==> src/rtl/baud_match_pkg.sv <==
package baud_match_pkg;

    typedef enum logic [2:0] {
        M_DELAY,
        M_WAITHI,
        M_ARM,
        M_MEAS,
        M_DONE
    } meter_st_e;

    typedef enum logic [1:0] {
        R_IDLE,
        R_START,
        R_DATA,
        R_STOP
    } rx_st_e;

    typedef enum logic [2:0] {
        S_MEAS,
        S_LISTEN,
        S_RESP,
        S_WAITTX,
        S_LOCK,
        S_FAIL
    } seq_st_e;

    localparam logic [7:0] BYTE_SYNC  = 8'h00;
    localparam logic [7:0] BYTE_PROBE = 8'h55;
    localparam logic [7:0] BYTE_NAK   = 8'hAA;

endpackage

==> src/rtl/baud_match_sync.sv <==
module baud_match_sync #(
    parameter int STAGES = 2
) (
    input  logic clk,
    input  logic rst_n,
    input  logic din,
    output logic dout
);
    logic [STAGES-1:0] sh_d, sh_q;

    generate
        if (STAGES == 1) begin : g_one
            always_comb sh_d = din;
        end else begin : g_many
            always_comb sh_d = {sh_q[STAGES-2:0], din};
        end
    endgenerate

    always_ff @(posedge clk or negedge rst_n) begin
        if (!rst_n) sh_q <= '1;
        else        sh_q <= sh_d;
    end

    assign dout = sh_q[STAGES-1];
endmodule

==> src/rtl/baud_match_meter.sv <==
module baud_match_meter
    import baud_match_pkg::*;
#(
    parameter int CNT_W     = 16,
    parameter int DIV_W     = 13,
    parameter int START_DLY = 100,
    parameter int MIN_LOW   = 68,
    parameter int LOW_LIMIT = 37804,
    parameter int MIN_DIV   = 8,
    parameter int MAX_DIV   = 4200
) (
    input  logic             clk,
    input  logic             rst_n,
    input  logic             rxd_s,
    output logic             done_o,
    output logic [DIV_W-1:0] div_o
);
    typedef struct packed {
        meter_st_e        st;
        logic [CNT_W-1:0] cnt;
        logic [DIV_W-1:0] div;
        logic             done;
    } meter_t;

    meter_t m_d, m_q;
    logic [CNT_W:0] rounded;

    always_comb rounded = ({1'b0, m_q.cnt} + (CNT_W+1)'(4)) / (CNT_W+1)'(9);

    always_comb begin
        m_d      = m_q;
        m_d.done = 1'b0;
        case (m_q.st)
            M_DELAY: begin
                if (m_q.cnt >= CNT_W'(START_DLY - 1)) begin
                    m_d.st  = M_WAITHI;
                    m_d.cnt = '0;
                end else begin
                    m_d.cnt = m_q.cnt + 1'b1;
                end
            end
            M_WAITHI: if (rxd_s) m_d.st = M_ARM;
            M_ARM: begin
                if (!rxd_s) begin
                    m_d.st  = M_MEAS;
                    m_d.cnt = CNT_W'(1);
                end
            end
            M_MEAS: begin
                if (rxd_s) begin
                    if (m_q.cnt < CNT_W'(MIN_LOW)) begin
                        m_d.st = M_ARM;
                    end else begin
                        m_d.st   = M_DONE;
                        m_d.div  = DIV_W'(rounded);
                        m_d.done = 1'b1;
                    end
                    m_d.cnt = '0;
                end else if (m_q.cnt >= CNT_W'(LOW_LIMIT)) begin
                    m_d.st  = M_WAITHI;
                    m_d.cnt = '0;
                end else begin
                    m_d.cnt = m_q.cnt + 1'b1;
                end
            end
            default: m_d.st = M_DONE;
        endcase
    end

    always_ff @(posedge clk or negedge rst_n) begin
        if (!rst_n) begin
            m_q.st   <= M_DELAY;
            m_q.cnt  <= '0;
            m_q.div  <= '0;
            m_q.done <= 1'b0;
        end else begin
            m_q <= m_d;
        end
    end

    assign done_o = m_q.done;
    assign div_o  = m_q.div;

    p_div_range_r3: assert property (@(posedge clk) disable iff (!rst_n)
        done_o |-> (div_o >= DIV_W'(MIN_DIV) && div_o <= DIV_W'(MAX_DIV)));

    p_div_frozen_r5: assert property (@(posedge clk) disable iff (!rst_n)
        (m_q.st != M_MEAS) |=> $stable(div_o));
endmodule

==> src/rtl/baud_match_rx.sv <==
module baud_match_rx
    import baud_match_pkg::*;
#(
    parameter int DIV_W = 13
) (
    input  logic             clk,
    input  logic             rst_n,
    input  logic             en,
    input  logic             rxd_s,
    input  logic [DIV_W-1:0] div,
    output logic             valid_o,
    output logic [7:0]       data_o,
    output logic             frame_ok_o
);
    typedef struct packed {
        rx_st_e           st;
        logic [DIV_W-1:0] cnt;
        logic [2:0]       bitn;
        logic [7:0]       sh;
        logic             prev;
        logic             valid;
        logic             ok;
    } rx_t;

    rx_t r_d, r_q;

    always_comb begin
        r_d       = r_q;
        r_d.valid = 1'b0;
        r_d.prev  = rxd_s;
        case (r_q.st)
            R_IDLE: begin
                if (en && r_q.prev && !rxd_s) begin
                    r_d.st  = R_START;
                    r_d.cnt = '0;
                end
            end
            R_START: begin
                if (r_q.cnt == (div >> 1)) begin
                    r_d.cnt  = '0;
                    r_d.bitn = '0;
                    r_d.st   = rxd_s ? R_IDLE : R_DATA;
                end else begin
                    r_d.cnt = r_q.cnt + 1'b1;
                end
            end
            R_DATA: begin
                if (r_q.cnt == div - 1'b1) begin
                    r_d.cnt  = '0;
                    r_d.sh   = {rxd_s, r_q.sh[7:1]};
                    r_d.bitn = r_q.bitn + 1'b1;
                    if (r_q.bitn == 3'd7) r_d.st = R_STOP;
                end else begin
                    r_d.cnt = r_q.cnt + 1'b1;
                end
            end
            default: begin
                if (r_q.cnt == div - 1'b1) begin
                    r_d.cnt   = '0;
                    r_d.valid = 1'b1;
                    r_d.ok    = rxd_s;
                    r_d.st    = R_IDLE;
                end else begin
                    r_d.cnt = r_q.cnt + 1'b1;
                end
            end
        endcase
    end

    always_ff @(posedge clk or negedge rst_n) begin
        if (!rst_n) begin
            r_q.st    <= R_IDLE;
            r_q.cnt   <= '0;
            r_q.bitn  <= '0;
            r_q.sh    <= '0;
            r_q.prev  <= 1'b1;
            r_q.valid <= 1'b0;
            r_q.ok    <= 1'b0;
        end else begin
            r_q <= r_d;
        end
    end

    assign valid_o    = r_q.valid;
    assign data_o     = r_q.sh;
    assign frame_ok_o = r_q.ok;

    p_rx_only_enabled_r7: assert property (@(posedge clk) disable iff (!rst_n)
        (!en && r_q.st == R_IDLE) |=> (r_q.st == R_IDLE));
endmodule

==> src/rtl/baud_match_tx.sv <==
module baud_match_tx #(
    parameter int DIV_W = 13
) (
    input  logic             clk,
    input  logic             rst_n,
    input  logic             start,
    input  logic [7:0]       data,
    input  logic [DIV_W-1:0] div,
    output logic             txd,
    output logic             busy,
    output logic             done
);
    typedef struct packed {
        logic             busy;
        logic [9:0]       sh;
        logic [DIV_W-1:0] cnt;
        logic [3:0]       bitn;
        logic             done;
    } tx_t;

    tx_t t_d, t_q;

    always_comb begin
        t_d      = t_q;
        t_d.done = 1'b0;
        if (!t_q.busy) begin
            if (start) begin
                t_d.busy = 1'b1;
                t_d.sh   = {1'b1, data, 1'b0};
                t_d.cnt  = '0;
                t_d.bitn = '0;
            end
        end else if (t_q.cnt == div - 1'b1) begin
            t_d.cnt = '0;
            if (t_q.bitn == 4'd9) begin
                t_d.busy = 1'b0;
                t_d.done = 1'b1;
                t_d.sh   = '1;
            end else begin
                t_d.sh   = {1'b1, t_q.sh[9:1]};
                t_d.bitn = t_q.bitn + 1'b1;
            end
        end else begin
            t_d.cnt = t_q.cnt + 1'b1;
        end
    end

    always_ff @(posedge clk or negedge rst_n) begin
        if (!rst_n) begin
            t_q.busy <= 1'b0;
            t_q.sh   <= '1;
            t_q.cnt  <= '0;
            t_q.bitn <= '0;
            t_q.done <= 1'b0;
        end else begin
            t_q <= t_d;
        end
    end

    assign txd  = t_q.sh[0];
    assign busy = t_q.busy;
    assign done = t_q.done;

    p_idle_high_r6: assert property (@(posedge clk) disable iff (!rst_n)
        !busy |-> txd);
    p_start_bit_r6: assert property (@(posedge clk) disable iff (!rst_n)
        $rose(busy) |-> !txd);
endmodule

==> src/rtl/baud_match.sv <==
module baud_match
    import baud_match_pkg::*;
#(
    parameter int MAX_DIV     = 4200,
    parameter int MIN_DIV     = 8,
    parameter int START_DLY   = 100,
    parameter int SYNC_STAGES = 2,
    parameter int DIV_W       = $clog2(MAX_DIV + 1)
) (
    input  logic             clk,
    input  logic             rst_n,
    input  logic             rxd,
    output logic             txd,
    output logic [DIV_W-1:0] divisor,
    output logic             locked,
    output logic             hs_fail
);
    localparam int LOW_LIMIT = 9 * MAX_DIV + 4;
    localparam int MIN_LOW   = 9 * MIN_DIV - 4;
    localparam int CNT_MAX   = (LOW_LIMIT > START_DLY) ? LOW_LIMIT : START_DLY;
    localparam int CNT_W     = $clog2(CNT_MAX + 16) + 1;

    typedef struct packed {
        seq_st_e    st;
        logic       start;
        logic [7:0] byte_out;
        logic       locked;
        logic       fail;
    } seq_t;

    seq_t s_d, s_q;

    logic             rxd_s;
    logic             meas_done;
    logic [DIV_W-1:0] div_w;
    logic             rx_valid, rx_ok, tx_busy, tx_done;
    logic [7:0]       rx_data;

    baud_match_sync #(.STAGES(SYNC_STAGES)) u_sync (
        .clk(clk), .rst_n(rst_n), .din(rxd), .dout(rxd_s)
    );

    baud_match_meter #(
        .CNT_W(CNT_W), .DIV_W(DIV_W), .START_DLY(START_DLY),
        .MIN_LOW(MIN_LOW), .LOW_LIMIT(LOW_LIMIT),
        .MIN_DIV(MIN_DIV), .MAX_DIV(MAX_DIV)
    ) u_meter (
        .clk(clk), .rst_n(rst_n), .rxd_s(rxd_s),
        .done_o(meas_done), .div_o(div_w)
    );

    baud_match_rx #(.DIV_W(DIV_W)) u_rx (
        .clk(clk), .rst_n(rst_n), .en(s_q.st == S_LISTEN), .rxd_s(rxd_s),
        .div(div_w), .valid_o(rx_valid), .data_o(rx_data), .frame_ok_o(rx_ok)
    );

    baud_match_tx #(.DIV_W(DIV_W)) u_tx (
        .clk(clk), .rst_n(rst_n), .start(s_q.start), .data(s_q.byte_out),
        .div(div_w), .txd(txd), .busy(tx_busy), .done(tx_done)
    );

    always_comb begin
        s_d       = s_q;
        s_d.start = 1'b0;
        case (s_q.st)
            S_MEAS: begin
                if (meas_done) begin
                    s_d.start    = 1'b1;
                    s_d.byte_out = BYTE_SYNC;
                    s_d.st       = S_LISTEN;
                end
            end
            S_LISTEN: begin
                if (rx_valid) begin
                    if (rx_ok && rx_data == BYTE_SYNC) begin
                        s_d.st = S_LISTEN;
                    end else if (rx_ok && rx_data == BYTE_PROBE) begin
                        s_d.byte_out = BYTE_PROBE;
                        s_d.st       = S_RESP;
                    end else begin
                        s_d.byte_out = BYTE_NAK;
                        s_d.fail     = 1'b1;
                        s_d.st       = S_RESP;
                    end
                end
            end
            S_RESP: begin
                if (!tx_busy && !s_q.start) begin
                    s_d.start = 1'b1;
                    s_d.st    = S_WAITTX;
                end
            end
            S_WAITTX: begin
                if (tx_done) begin
                    s_d.st     = s_q.fail ? S_FAIL : S_LOCK;
                    s_d.locked = !s_q.fail;
                end
            end
            default: s_d.st = s_q.st;
        endcase
    end

    always_ff @(posedge clk or negedge rst_n) begin
        if (!rst_n) begin
            s_q.st       <= S_MEAS;
            s_q.start    <= 1'b0;
            s_q.byte_out <= BYTE_SYNC;
            s_q.locked   <= 1'b0;
            s_q.fail     <= 1'b0;
        end else begin
            s_q <= s_d;
        end
    end

    assign divisor = div_w;
    assign locked  = s_q.locked;
    assign hs_fail = s_q.fail;

    p_lock_fail_excl_r9: assert property (@(posedge clk) disable iff (!rst_n)
        !(locked && hs_fail));
    p_quiet_before_match_r6: assert property (@(posedge clk) disable iff (!rst_n)
        (s_q.st == S_MEAS) |-> txd);
    p_lock_sticky_r8: assert property (@(posedge clk) disable iff (!rst_n)
        locked |=> locked);
    p_fail_sticky_r9: assert property (@(posedge clk) disable iff (!rst_n)
        hs_fail |=> hs_fail);
endmodule

==> config.mk <==
export PLATFORM = sky130hd
export DESIGN_NAME = baud_match
export DESIGN_NICKNAME = d
export VERILOG_FILES = /design/src/rtl/baud_match_pkg.sv /design/src/rtl/baud_match_sync.sv /design/src/rtl/baud_match_meter.sv /design/src/rtl/baud_match_rx.sv /design/src/rtl/baud_match_tx.sv /design/src/rtl/baud_match.sv
export SDC_FILE = /design/constraint.sdc
export NUM_CORES = 1
export LEC_CHECK = 0
export BUFFER_PORTS_ARGS = -buffer_cell sky130_fd_sc_hd__buf_2
export CAP_MARGIN = 20
export CORE_MARGIN = 5
export CORE_UTILIZATION = 30
export CTS_CLUSTER_DIAMETER = 100
export DETAILED_ROUTE_END_ITERATION = 16
export PLACE_DENSITY = 0.48
export SLEW_MARGIN = 10
export SYNTH_ARGS = -nofsm -noshare
export SYNTH_HDL_FRONTEND = slang
export SYNTH_SLANG_ARGS = --single-unit
export TNS_END_PERCENT = 5
==> constraint.sdc <==
create_clock -name clk -period 20.8 [get_ports clk]
set_input_delay 4.16 -clock clk [delete_from_list [all_inputs] [get_ports clk]]
set_output_delay 4.16 -clock clk [all_outputs]
set_load 0.01 [all_outputs]
**Yosys cells after proc, flatten, opt, wreduce, memory -nomap -nowiden**

Index checks and enable logic that the tools add are counted.

- Logic and storage cells: 148
- Bits of input ports: 3
- Register bits: 108
- Output and inout port bits: 16

- $lt $le $gt $ge: 3
- Multiplexer cells: 49
- Bitwise gates (word level): 4
- Equality and inequality tests: 29
- Add/sub/neg operators: 7
- Div/mod/pow operators: 1
- Reduce and logical (&&, ||, !) cells: 33

Operators with widths:

| kind | number |
|---|---|
| $mux W28 | 2 |
| $pmux W17 S3 | 1 |
| $pmux W15 S3 | 1 |
| $mux W20 | 2 |
| $mux W13 | 3 |
| $mux W17 | 2 |
| $add A13 B1 Y13 const B | 2 |
| $eq A13 B13 Y1 | 2 |
| $mux W8 | 3 |
| $pmux W3 S4 | 2 |
| $mux W11 | 2 |
| $mux W3 | 7 |
| $add A17 B3 Y18 const B | 1 |
| $div A18 B4 Y18 const B | 1 |
| $add A17 B1 Y17 const B | 1 |
| $ge A17 B16 Y1 const B | 1 |
| $ge A17 B7 Y1 const B | 1 |
| $lt A17 B7 Y1 const B | 1 |
| $mux W2 | 8 |
| $pmux W8 S2 | 1 |
| $mux W15 | 1 |
| $ne A2 B1 Y1 const B | 7 |
| $ne A2 B2 Y1 const B | 7 |
| $eq A13 B12 Y1 | 1 |
| 32 further kinds | 66 |

**Longest topological paths before layout**

Gate-level depths: netlist (run 1).

- Depth in word-level cells: 6
- Mapped depth: 33
- Depth with buffers taken out: 29

**Hierarchy**

From an unflattened synthesis (run 1), not the netlist that was laid out.

- Cells, all modules: 1102
- Area total of the unflattened synthesis: 9327.7 um^2

By module, submodules not included:

| module | area each (um^2) | sequential area each (um^2) | instances | cells each |
|---|---|---|---|---|
| baud_match_meter | 4610.7 | 850.8 | 1 | 593 |
| baud_match_tx | 2160.8 | 738.2 | 1 | 246 |
| baud_match_rx | 2069.5 | 726.9 | 1 | 216 |
| baud_match | 434.2 | 200.2 | 1 | 45 |
| baud_match_sync | 52.6 | 52.6 | 1 | 2 |

**Worst setup path before layout (run 1)**

No wires, ideal clock.

- Path kind: register to register
- Start: reg u_meter.m_q[16] in the netlist's numbering
- End: reg, netlist name u_meter.div_o[0]
- Clock period less this slack: 7333 ps
- Path slack: 13467 ps
- Library setup time: 130 ps
- Stages on the path, launching flop included: 32
- Data required time: 20670 ps
- Arrival: 7203 ps
- Buffers on the path: 2
- Path through: dfrtp_1 ha_1 buf_2 and2_1 buf_2 and3_4 xnor2_2 nand2_1 a41oi_1 o211ai_2 a211oi_1 o41ai_2 a21o_2 nand3_1 or4b_4 a21o_4 and4_4 a2111o_1 a21oi_2 xnor2_1 nor4b_4 mux2_2 a211oi_1 nand3_2 xnor2_1 inv_1 ha_1 nor3_1 mux2i_1 a31o_1 a21oi_1 o221ai_2

- Longest elaborated chain between the ends: 3
- Elaborated cells between the ends (all ways): 5
- Those cells by class: 1 x add/sub; 1 x div; 1 x order compare; 1 x bitwise; 1 x reduce/logical

RTL lines:

| what | line | RTL |
|---|---|---|
| from (decl) | baud_match_meter.sv:25 | `meter_t m_d, m_q;` |
| from (signal assigned) | baud_match_meter.sv:77 | `m_q <= m_d;` |
| branches (longest 3 deep; another with $add A17 B3 Y18) | - |  |

Parallel ways; which one is timed is not known.
A chain may end at the register's enable or synchronous reset.

**Final worst setup path (run 1)**

- Start: reg u_meter.m_q[16] in the netlist's numbering
- End: reg, netlist name u_meter.div_o[0]

- Longest elaborated chain between the ends: 3
- Elaborated cells between the ends (all ways): 5
- Those cells by class: 1 x add/sub; 1 x div; 1 x order compare; 1 x bitwise; 1 x reduce/logical

RTL lines:

| what |
|---|
| branches (longest 3 deep; another with $add A17 B3 Y18) |

Parallel ways; which one is timed is not known.

==> out/results.ini, run 1 <==
[power]
p_sw_share_pct=34.2
pwr-share-comb_pct=16.9
intPower_mw=0.316
seq_power_share_pct=45.1
leakagePower_nw=3.81
power_density_nw_per_um2=53.0
clock_power_share_pct=37.9
p_sw_mw=0.164
peakVddDrop_uv=35.7

[die]
die_h_um=178
die_area_um2=31600
placementRows=61
coreArea_um2=27800
die_x_um=178
num_io_pins=19
start_util_pct=30.4

[synthesis]
postSynthAreaPerCell_um2=8.47
synth_flop_cell=dfrtp_1
syn_area_um2=8460
synth.distinct_cells=107
synth_nets=1020
postSynthCellCount=998
synthArstFlopShare_pct=100
yosysSeqAreaShare_pct=30.4
ys_ff_latch=102
yosys_warnings=0
synth_edf_count=0

[setup_path]
crit-reg2reg-capture=u_meter.div_o[0]
cp-start-kind=register
r2r_start=u_meter.m_q[16]
r2r_slack_ns=11.53
crit_required_ns=21.05
max_stage_delay_ns=0.93
reg2reg_depth=28
cp.arrival_ns=9.51
cp_max_fo=27
critPathKind=register to register
endpoint_kind=register
critPathSlowestCell=dfrtp_1

[global_route]
antenna_found_initial=0
grt_pass1_vias=7170
grt_max_degree=54
grt_pass1_wl_um=37500
grt-ovfl-total=0
grtUsageTotal_pct=14.3

[clock_network]
holdBufCountCts=0
cts-root-buf=clkbuf_16
clk_pin_slew_ns=0.08
htree_levels=3
cts_setup_buffers=0
clock-sinks=102
ctsResizeCount=0
cts_made_buffers=9
clk_latency_ns=0.37
cts_max_path_buffers=2
cts_tree=built

[detailed_routing]
first_pass_iters=5
routed_wl_um=22300
vias=7441
drc=0
drt.antenna.violating_nets=0
drt_iter0_markers=622
routedWlPerCell_um=16.5
vias_per_cell=5.50

[finish]
diodes=0
post-route-cell-area_um2=9050
drive_above_1_share_pct=13.3
syn_to_final_growth_pct=7.01
final_common_cell=nand2_1
nNetsFinal=991
fillers=2967
final_cell_mix=nand2_1, dfrtp_1, o21ai_0

[hold_path]
worstHoldStart=u_sync.sh_q[0]
hp-class=register to register
timing.hold.worst_endpoint=u_sync.sh_q[1]
min_path_cells=0

[placement]
placed_area_um2=8730
port_buffers=18
dpl.hpwl_um=16400
gp_congestion=0.870

[sta]
timing.final.crit_period_ns=9.27
fmax_mhz=108
setup-tns-final_ns=0
slew-limit-headroom_pct=33.6
post-route-period-util_pct=44.5
finClkSkew_ns=0.0142
setup-violations-final=0
rsz0062_at_grt=false
maxSlewViolCount=0
tightestPinTransition_ns=0.995
hold_viol=0

[job]
cap_violations=0

[outcome]
outcome=complete, no violations

==> final cells by class <==
type / instances / area (um2) / share of cell area [%]
Clock buffer: 9 / 225 / 2.49
Clock inverter: 7 / 93.8 / 1.04
Inverter: 27 / 101 / 1.12
Multi-Input combinational cell: 806 / 5460 / 60.3
Sequential cell: 102 / 2570 / 28.4
Tap cell: 378 / 473 / 5.23
Timing Repair Buffer: 23 / 130 / 1.44
==> sequential cells by signal, summed over array words and instances (netlist names), 2 cells and up <==
name           count
u_rx.data_o        8
s_q                6
u_rx.r_q          19
u_tx.t_q          26
u_meter.div_o     13
u_sync.sh_q        2
u_meter.m_q       20
==> worst max-delay path, delay by kind of cell (launching register included) <==
kind | cells | cell delay (ns)
AO/OA/AOI/OAI | 10 | 2.96
AND/OR/NAND/NOR | 11 | 2.95
XOR/XNOR | 3 | 1.08
flip-flops | 1 | 0.93
multiplexers | 2 | 0.85
adder cells (fa/ha/maj) | 1 | 0.23
buffers and inverters | 1 | 0.11
==> cell usage after synthesis, types with 6 or more instances <==
cell      instances  area, um2
o211ai_1         15        113
nand2b_1         11       68.8
o21ai_0          80        400
nand3_1          41        205
or3_1            12       75.1
nor4_1           16        100
a31oi_1          21        131
a21o_1            7       52.6
ha_1             19        238
o31ai_1           8       60.1
or4_1             6       45.0
o41ai_1           9       78.8
dfstp_2          13        342
buf_2            12       60.1
a211oi_1          6       45.0
nand4_1          18        113
dfrtp_1          89       2230
o22ai_1           9       56.3
and2_1            8       50.1
xnor2_1          46        403
nor2_1           79        297
nand2_1         100        375
buf_4            21        158
inv_1            27        101
a21oi_1          47        235
clkbuf_1         27        101
mux2_2           15        169
xor2_1           35        307
mux2i_1          11        110
nor3_1           23        115
and3_1           18        113
==> power groups by stage <==
stage	logic, mW	registers (mW)	clock network [mW]
final	0.0812	0.217	0.182
after global placement	0.0825	0.221	0
after detailed placement	0.0822	0.221	0
after floorplan	0.0617	0.211	0
after global routing	0.0916	0.219	0.196
after CTS	0.0827	0.217	0.190
==> layer usage <==
metal  GRT usage, %  up-vias  wire length [um]
met3           2.73       22               879
li1               -     3643                 -
met5              0        -                 0
met4           3.87        0               393
met1           19.0     3604             10400
met2           23.8      172             10600
==> stage by stage <==
stage	hold WS, ns	worst slack (ns)	utilization (%)	std cells	total power [mW]
after floorplan	0.345	13.47	-	998	0.273
final	0.361	11.53	32.6	1352	0.480
after global routing	0.368	10.80	32.6	1352	0.507
after detailed placement	0.353	11.71	31.4	1336	0.303
after CTS	0.365	11.67	32.6	1352	0.490
after global placement	0.354	11.89	31.4	1336	0.303
==> kinds of logic (layout without fill, tap and decap cells) <==
family / Yosys count / in the layout / share of synthesized area [%]
xor+xnor: 85 / 85 / 9.29
buf+inv: 90 / 66 / 5.28
mux: 27 / 27 / 3.43
fa+ha+maj: 22 / 22 / 3.18
flops: 102 / 102 / 30.4
compound gates: 295 / 295 / 24.4
simple gates: 377 / 377 / 24.1
==> worst max-delay path by stage <==
stage,from,end,slack (ns)
after CTS,u_meter.m_q[16],u_meter.div_o[0],11.67
after global placement,u_meter.m_q[16],u_meter.div_o[0],11.89
after detailed placement,u_meter.m_q[16],u_meter.div_o[0],11.71
after global routing,u_meter.m_q[16],u_meter.div_o[0],10.80
after floorplan,u_meter.m_q[16],u_meter.div_o[0],13.47
final,u_meter.m_q[16],u_meter.div_o[0],11.53
Note: power is estimated with default switching activity, not from simulation.
==> inputs of run 2 (changes only) <==
- clock period: 20.8 -> 8.75 ns (I/O delays scaled with it)
==> out/results.ini, run 2 (same netlist as run 1, synthesis figures left out) <==
[outcome]
outcome=complete, no violations

[finish]
reg_top3=u_tx.t_q (26), u_meter.m_q (20), u_rx.r_q (19)
final_cell_mix=nand2_1, dfrtp_1, o21ai_0
seqCellArea_um2=2570
multiInputGateArea_um2=5510
fillers=2969
largest_register=u_tx.t_q
syn_to_final_growth_pct=8.31
nNetsFinal=1002
final_common_cell=nand2_1
drive_above_1_share_pct=15.0
diodes=0
largest_reg_flops=26
post-route-cell-area_um2=9160

[hold_path]
worstHoldStart=u_sync.sh_q[0]
timing.hold.worst_endpoint=u_sync.sh_q[1]
hp-class=register to register
min_path_cells=0

[detailed_routing]
vias_per_cell=5.44
routedWlPerCell_um=16.7
drt_iter0_markers=545
drc=0
m1WireLength_um=10800
routed_wl_um=22800
vias=7420
route.met3.wl_um=757
first_pass_iters=5
routed.top_layer=met4
drt.antenna.violating_nets=0
wl_met2_um=11000

[placement]
gp_congestion=0.859
dpl.hpwl_um=16600
pre_cts_slack_ns=0.557
port_buffers=18
placed_area_um2=8800

[sta]
layout_setup_ws_ns=0.565
hold_viol=0
maxSlewViolCount=0
timing.final.crit_period_ns=8.18
fmax_mhz=122
post-route-period-util_pct=93.5
finClkSkew_ns=0.0148
tightestPinTransition_ns=0.909
slew-limit-headroom_pct=39.4
whs_ns=0.359
setup-violations-final=0

[global_route]
grt_pass1_vias=7104
grt-ovfl-total=0
grt_max_degree=62
antenna_found_initial=0
grtUsageTotal_pct=14.6
grt_pass1_wl_um=37900

[die]
start_util_pct=30.4
die_area_um2=31600
placementRows=61
die_h_um=178
die_x_um=178
num_io_pins=19
coreArea_um2=27800

[setup_path]
reg2reg_depth=28
critPathKind=register to register
crit_required_ns=8.99
max_stage_delay_ns=0.57
cp-start-kind=register
cp_max_fo=11
endpoint_kind=register
r2r_start=u_meter.m_q[21]
r2r_slack_ns=0.57
critPathSlowestCell=o22ai_1
crit-reg2reg-capture=u_meter.div_o[0]
cp.arrival_ns=8.42

[clock_network]
holdBufCountCts=0
clock-sinks=102
cts_made_buffers=9
clk_pin_slew_ns=0.08
clk_latency_ns=0.36
cts_max_path_buffers=2
cts_tree=built
htree_levels=3
cts-root-buf=clkbuf_16

[power]
peakVddDrop_uv=86.5
power_density_nw_per_um2=122
leakagePower_nw=3.86

[job]
cap_violations=0

run 2: changes by cell type in the layout (fill, tap and decap cells not counted), sizes merged:
cell / change
clkinv: -1
buf: +11
clkbuf: +1
run 2: worst max-delay path: cells and delay by family (launching register included):
family | cells | cell delay [ns]
AO/OA/AOI/OAI | 14 | 3.78
XOR/XNOR | 3 | 0.89
adder cells (fa/ha/maj) | 1 | 0.22
buffers and inverters | 1 | 0.11
flip-flops | 1 | 0.56
multiplexers | 3 | 0.74
AND/OR/NAND/NOR | 6 | 1.75
run 2: layer usage:
metal	track usage [%]	up-vias
met1	20.1	3601
met3	2.36	18
met4	3.29	0
met5	0	-
li1	-	3649
met2	24.2	152
run 2: through the flow:
stage	TNS [ns]	power, mW	std cells	util [%]
3_5_place_dp	0	0.723	1345	31.7
3_3_place_gp	0	0.725	1345	31.7
4_1_cts	0	1.14	1361	32.7
6_report	0	1.12	1363	33.0
2_1_floorplan	0	0.649	998	-
5_1_grt	-0.00830	1.18	1363	33.0
run 2: worst max-delay path by stage:
stage,depth (start not counted),slack [ns],from,to
floorplan,31,1.42,u_meter.m_q[16],u_meter.div_o[0]
detailed placement,28,0.56,u_meter.m_q[19],u_meter.div_o[0]
global placement,28,0.56,u_meter.m_q[19],u_meter.div_o[0]
finish,28,0.57,u_meter.m_q[21],u_meter.div_o[0]
CTS,28,0.52,u_meter.m_q[19],u_meter.div_o[0]
global route,29,-0.008,u_meter.m_q[16],u_meter.div_o[0]
run 2: power breakdown:
group / leakage, nW / switching (mW) / internal [mW]
Combinational: 2.35 / 0.143 / 0.0628
Clock: 0.142 / 0.206 / 0.199
Sequential: 1.36 / 0.0220 / 0.483
Total: 3.86 / 0.371 / 0.745
run 2: cell type report:
cell class / count / share of cell area, %
Multi-Input combinational cell: 806 / 60.2
Sequential cell: 102 / 28.1
Tap cell: 378 / 5.16
Clock buffer: 10 / 2.50
Timing Repair Buffer: 34 / 2.32
Inverter: 27 / 1.11
Clock inverter: 6 / 0.615
run 2: timing repair:
item,in CTS,in global routing
setup endpoints to repair,0,2
resized for setup,0,12
buffers inserted,0,2
